--- config.mk ---
export PLATFORM = sky130hd
export DESIGN_NAME = otp_burn_seq
export DESIGN_NICKNAME = d
export VERILOG_FILES = /design/src/rtl/otp_burn_pkg.sv /design/src/rtl/otp_burn_timer.sv /design/src/rtl/otp_burn_retry.sv /design/src/rtl/otp_burn_addr.sv /design/src/rtl/otp_burn_seq.sv
export SDC_FILE = /design/constraint.sdc
export NUM_CORES = 1
export LEC_CHECK = 0
export ABC_CLOCK_PERIOD_IN_PS = 2500
export BUFFER_PORTS_ARGS = -buffer_cell sky130_fd_sc_hd__buf_4
export CELL_PAD_IN_SITES_DETAIL_PLACEMENT = 0
export CELL_PAD_IN_SITES_GLOBAL_PLACEMENT = 1
export CORE_AREA = 2 2 99 101
export DETAILED_ROUTE_END_ITERATION = 7
export DIE_AREA = 0 0 101 103
export PLACE_DENSITY_LB_ADDON = 0.1
export SYNTH_ARGS = -nofsm -noshare
export SYNTH_HDL_FRONTEND = slang
export SYNTH_SLANG_ARGS = --single-unit
--- constraint.sdc ---
create_clock -name clk -period 2.5 [get_ports clk]
set_input_delay 0.375 -clock clk [delete_from_list [all_inputs] [get_ports clk]]
set_output_delay 0.375 -clock clk [all_outputs]
set_load 0.01 [all_outputs]
--- src/rtl/otp_burn_pkg.sv ---
package otp_burn_pkg;

    typedef enum logic [3:0] {
        ST_IDLE,
        ST_CORE_UP,
        ST_PROG_UP,
        ST_FETCH,
        ST_SETUP,
        ST_PULSE,
        ST_RECOV,
        ST_VERIFY,
        ST_PROG_DN,
        ST_FFETCH,
        ST_FREAD,
        ST_CORE_DN
    } burn_st_e;

    typedef struct packed {
        logic tmr_load;
        logic addr_clr;
        logic addr_inc;
        logic try_clr;
        logic try_inc;
        logic take;
        logic set_fail;
        logic set_done;
        logic clr_flags;
    } burn_ctl_t;

    function automatic int cyc_max3(input int a, input int b, input int c);
        int m;
        m = (a > b) ? a : b;
        return (m > c) ? m : c;
    endfunction

endpackage

--- src/rtl/otp_burn_timer.sv ---
module otp_burn_timer #(
    parameter int TW = 8
) (
    input  logic          clk,
    input  logic          rst,
    input  logic          load,
    input  logic [TW-1:0] load_val,
    output logic          expired
);
    logic [TW-1:0] cnt;

    always_ff @(posedge clk) begin
        if (rst)               cnt <= '0;
        else if (load)         cnt <= load_val;
        else if (cnt != '0)    cnt <= cnt - 1'b1;
    end

    assign expired = (cnt == '0);
endmodule

--- src/rtl/otp_burn_retry.sv ---
module otp_burn_retry #(
    parameter int LIMIT = 25
) (
    input  logic clk,
    input  logic rst,
    input  logic clr,
    input  logic inc,
    output logic at_limit
);
    localparam int RW = $clog2(LIMIT + 1);
    logic [RW-1:0] tries;

    always_ff @(posedge clk) begin
        if (rst || clr) tries <= '0;
        else if (inc)   tries <= tries + 1'b1;
    end

    assign at_limit = (tries == RW'(LIMIT));
endmodule

--- src/rtl/otp_burn_addr.sv ---
module otp_burn_addr #(
    parameter int AW = 20
) (
    input  logic          clk,
    input  logic          rst,
    input  logic          clr,
    input  logic          inc,
    output logic [AW-1:0] addr,
    output logic          last
);
    always_ff @(posedge clk) begin
        if (rst || clr) addr <= '0;
        else if (inc)   addr <= addr + 1'b1;
    end

    assign last = (addr == {AW{1'b1}});
endmodule

--- src/rtl/otp_burn_seq.sv ---
module otp_burn_seq
    import otp_burn_pkg::*;
#(
    parameter int AW         = 20,
    parameter int DW         = 8,
    parameter int CLK_MHZ    = 250,
    parameter int PULSE_US   = 50,
    parameter int MAX_PULSES = 25,
    parameter int VERIFY_CYC = 3,
    parameter int RAIL_CYC   = 4
) (
    input  logic          clk,
    input  logic          rst,
    input  logic          start,
    input  logic          img_valid,
    input  logic [DW-1:0] img_data,
    output logic          img_ready,
    output logic [AW-1:0] mem_addr,
    output logic [DW-1:0] mem_wdata,
    input  logic [DW-1:0] mem_rdata,
    output logic          mem_ce_n,
    output logic          mem_oe_n,
    output logic          core_pwr_en,
    output logic          prog_pwr_en,
    output logic          prog_mode,
    output logic          busy,
    output logic          done,
    output logic          fail,
    output logic [AW-1:0] fail_addr
);
    localparam int PULSE_CYC = CLK_MHZ * PULSE_US;
    localparam int TW        = $clog2(cyc_max3(PULSE_CYC, VERIFY_CYC, RAIL_CYC) + 1);
    localparam logic [TW-1:0] T_PULSE = TW'(PULSE_CYC - 1);
    localparam logic [TW-1:0] T_VERIFY = TW'(VERIFY_CYC - 1);
    localparam logic [TW-1:0] T_RAIL = TW'(RAIL_CYC - 1);

    burn_st_e      state, nxt;
    burn_ctl_t     ctl;
    logic [TW-1:0] tmr_val;
    logic          tmr_zero, at_limit, last;
    logic [DW-1:0] data_q;
    logic          done_q, fail_q;
    logic [AW-1:0] fail_addr_q;
    logic          match;

    otp_burn_timer #(.TW(TW)) tmr_i (
        .clk(clk), .rst(rst), .load(ctl.tmr_load), .load_val(tmr_val), .expired(tmr_zero)
    );

    otp_burn_retry #(.LIMIT(MAX_PULSES)) try_i (
        .clk(clk), .rst(rst), .clr(ctl.try_clr), .inc(ctl.try_inc), .at_limit(at_limit)
    );

    otp_burn_addr #(.AW(AW)) addr_i (
        .clk(clk), .rst(rst), .clr(ctl.addr_clr), .inc(ctl.addr_inc), .addr(mem_addr), .last(last)
    );

    assign match = (mem_rdata == data_q);

    always_comb begin
        nxt     = state;
        ctl     = '0;
        tmr_val = '0;
        case (state)
            ST_IDLE: if (start) begin
                nxt = ST_CORE_UP; ctl.tmr_load = 1'b1; tmr_val = T_RAIL;
                ctl.addr_clr = 1'b1; ctl.clr_flags = 1'b1;
            end
            ST_CORE_UP: if (tmr_zero) begin
                nxt = ST_PROG_UP; ctl.tmr_load = 1'b1; tmr_val = T_RAIL;
            end
            ST_PROG_UP: if (tmr_zero) nxt = ST_FETCH;
            ST_FETCH: if (img_valid) begin
                nxt = ST_SETUP; ctl.take = 1'b1; ctl.try_clr = 1'b1;
            end
            ST_SETUP: begin
                nxt = ST_PULSE; ctl.tmr_load = 1'b1; tmr_val = T_PULSE; ctl.try_inc = 1'b1;
            end
            ST_PULSE: if (tmr_zero) nxt = ST_RECOV;
            ST_RECOV: begin
                nxt = ST_VERIFY; ctl.tmr_load = 1'b1; tmr_val = T_VERIFY;
            end
            ST_VERIFY: if (tmr_zero) begin
                if (match && !last) begin
                    nxt = ST_FETCH; ctl.addr_inc = 1'b1;
                end else if (match || at_limit) begin
                    nxt = ST_PROG_DN; ctl.tmr_load = 1'b1; tmr_val = T_RAIL;
                    ctl.set_fail = !match; ctl.addr_clr = match;
                end else begin
                    nxt = ST_SETUP;
                end
            end
            ST_PROG_DN: if (tmr_zero) begin
                if (fail_q) begin
                    nxt = ST_CORE_DN; ctl.tmr_load = 1'b1; tmr_val = T_RAIL;
                end else begin
                    nxt = ST_FFETCH;
                end
            end
            ST_FFETCH: if (img_valid) begin
                nxt = ST_FREAD; ctl.take = 1'b1; ctl.tmr_load = 1'b1; tmr_val = T_VERIFY;
            end
            ST_FREAD: if (tmr_zero) begin
                if (match && !last) begin
                    nxt = ST_FFETCH; ctl.addr_inc = 1'b1;
                end else begin
                    nxt = ST_CORE_DN; ctl.tmr_load = 1'b1; tmr_val = T_RAIL;
                    ctl.set_fail = !match;
                end
            end
            ST_CORE_DN: if (tmr_zero) begin
                nxt = ST_IDLE; ctl.set_done = 1'b1;
            end
            default: nxt = ST_IDLE;
        endcase
    end

    always_ff @(posedge clk) begin
        if (rst) begin
            state       <= ST_IDLE;
            data_q      <= '0;
            done_q      <= 1'b0;
            fail_q      <= 1'b0;
            fail_addr_q <= '0;
        end else begin
            state <= nxt;
            if (ctl.take)      data_q <= img_data;
            if (ctl.clr_flags) begin
                done_q <= 1'b0;
                fail_q <= 1'b0;
            end
            if (ctl.set_fail) begin
                fail_q      <= 1'b1;
                fail_addr_q <= mem_addr;
            end
            if (ctl.set_done)  done_q <= 1'b1;
        end
    end

    assign img_ready   = (state == ST_FETCH) || (state == ST_FFETCH);
    assign mem_wdata   = data_q;
    assign mem_ce_n    = !((state == ST_PULSE) || (state == ST_VERIFY) || (state == ST_FREAD));
    assign mem_oe_n    = !((state == ST_VERIFY) || (state == ST_FREAD));
    assign core_pwr_en = (state != ST_IDLE);
    assign prog_pwr_en = (state inside {ST_PROG_UP, ST_FETCH, ST_SETUP, ST_PULSE, ST_RECOV, ST_VERIFY});
    assign prog_mode   = (state inside {ST_FETCH, ST_SETUP, ST_PULSE, ST_RECOV, ST_VERIFY});
    assign busy        = (state != ST_IDLE);
    assign done        = done_q;
    assign fail        = fail_q;
    assign fail_addr   = fail_addr_q;
endmodule

==> impl_metrics.toml <==
[finish]
antenna_cells = 0
final_nets = 564
area_delta_synth_final_pct = 28.1
final_cell_area_um2 = 4670
layout-drive-gt1-share = 0.241

[clock_tree]
cts-root-buf = "clkbuf_8"
cts_hold_buffers = 0
post_cts_resized = 0
htree_levels = 3
post_cts_buffers = 0
cts_tree = "built"
cts.clk_slew.worst_paths_ps = 80
cts_buffers = 9
numClockSinks = 73
cts_max_path_buffers = 2
clk-insertion-delay-late_ps = 360

[sta]
rsz0062_at_grt = "no"
slew_headroom = 0.233
hold_violations = 0
drv_slew = 0
tightestPinTransition_ps = 1140
skew_ps = 20.4
fmax_ghz = 0.440
fin_crit_ps = 2270
period_share = 0.910
tns_ps = 0
finalSetupViolations = 0

[global_routing]
grtUsageTotal = 0.189
grt_pass1_vias = 3209
antenna_found_initial = 0
grt_max_degree = 27
grt_overflow = 0
grt_pass1_wl_mm = 15.5

[drt]
postRouteAntennaNets = 0
firstDrtPassIters = 4
drc = 0
routed_wl_mm = 9.47
num_vias = 3434
routed_via_density = 5.22
wire_per_inst_um = 14.4
drt-initial-drc-count = 155

[yosys]
ys_ff_latch = 73
postSynthCellCount = 453
synth_area_leaders = "dfxtp_1 40%, nand2_1 7.9%, a21oi_1 7.3%, nor2_1 4.8%, xnor2_1 4.1%"
synth_flop_cell = "dfxtp_1"
avgSynthCellArea_um2 = 8.05
post-synth-top-count-cell = "nand2_1"
syn_nets = 478
synth.distinct_cells = 54
async_reset_ff_frac = 0
netlist_area_um2 = 3640
ys_seq_area_frac = 0.401
yosys_warnings = 0
ys_top_cells_by_count = "77 x nand2_1, 73 x dfxtp_1, 53 x a21oi_1"
yosysTopAreaCellShare = 0.401
synth_top_cell_by_area = "dfxtp_1"
synth-edff-count = 0

[flow_run]
drv_cap = 0

[status]
status = "complete, no violations"

[power]
p_per_area_nw_per_um2 = 829
p_leak_uw = 0.00177
ir_drop_uv = 333
total_power_uw = 3870

[die]
die_height_um = 103
start_util = 0.385
pin_count = 77
core-area_um2 = 9460
die_w_um = 101
num_rows = 36
die_area_um2 = 10400

[placed_design]
dpl.hpwl_mm = 6.75
place_area_um2 = 4430
gp_congestion = 0.809
io_buffers = 76

[critical_path]
cp-end-kind = "flop"
crit_fanout = 7
reg2reg_slack_ps = 230
required_ps = 2730
critPathArrivalTime_ps = 2500
cp-start-kind = "flop"
crit_type = "reg2reg"

[min_path]
hp-class = "in2reg"
==> state kept, by name, summed over array words and instances, names as in the netlist <==
register and count:
addr_i.addr 20, done 1, fail 1, try_i.tries 5, mem_wdata 8, tmr_i.cnt 14
fail_addr 20, state 4
==> routing by layer <==
layer	global-route usage	wire [um]
met2	0.318	4610
met4	0.0655	133
met1	0.239	4330
met3	0.0400	390
met5	0	0
==> kinds of logic (layout without fill, tap and decap cells) <==
kind of cell,count (synthesis),count (layout),share of synthesized area
and+or+nand+nor,208,208,0.298
AOI/OAI and AO/OA,99,99,0.159
DFF,73,73,0.401
xor gates and xnor gates,33,33,0.0793
buffers and inverters,32,123,0.0371
adders and majority gates,5,5,0.0172
muxes,3,3,0.00893
==> area by class of cell <==
type	instances	area [um^2]
well taps	114	143
flip-flops and latches	73	1460
multi-input cells	348	2050
clock inverters	5	104
repair buffers	100	751
clock buffers	11	131
fillers	958	4790
inverters	7	26.3
==> per-stage QoR <==
| step | cells | hold slack (ps) | setup slack, ps | utilization |
|---|---|---|---|---|
| final | 658 | 262 | 225 | 0.494 |
| after global routing | 658 | 246 | 60.0 | 0.494 |
| after CTS | 658 | 241 | 208 | 0.494 |
| after detailed placement | 642 | 446 | 228 | 0.469 |
| after global placement | 642 | 440 | 306 | 0.469 |
| after floorplan | 453 | 472 | 323 | - |
==> path summary, 6_finish.rpt <==
kind,endpoint,depth (start not counted),from
setup / recovery,tmr_i.cnt[8],7,addr_i.addr[1]
hold / removal,mem_wdata[4],3,img_data[4]
setup reg to reg,tmr_i.cnt[8],7,addr_i.addr[1]
hold reg to reg,fail_addr[17],2,fail_addr[17]
==> critical path, cell delays in order, from the launching register on <==
cell      delay (ps)
dfxtp_1          400
ha_1             190
nand3_1          130
or2_1            320
or3_4            410
and2_4           190
o311ai_4         410
nor2_1           100
==> cell usage in the layout (no fill, tap or decap), types with 3 or more instances in the layout <==
cell type,count
a21oi_1,53
a31oi_1,4
and3_1,3
and4_1,3
buf_4,100
bufinv_16,3
clkbuf_8,9
dfxtp_1,73
ha_1,5
inv_1,7
nand2_1,77
nand3_1,13
nand3b_1,3
nand4_1,12
nor2_1,47
nor2b_1,7
nor3_1,6
nor4_2,3
o21a_1,5
o21ai_0,21
o31ai_1,3
or3_1,9
or4_1,5
xnor2_1,17
xor2_1,16
==> report_power, final <==
part / leakage (uW) / switching, uW / internal, uW / total (uW)
clock: 0.000118 / 453 / 664 / 1120
combinational: 0.00107 / 788 / 604 / 1390
sequential: 0.000590 / 101 / 1260 / 1360
total: 0.00177 / 1340 / 2530 / 3870
Note: power is estimated with default switching activity, not from simulation.
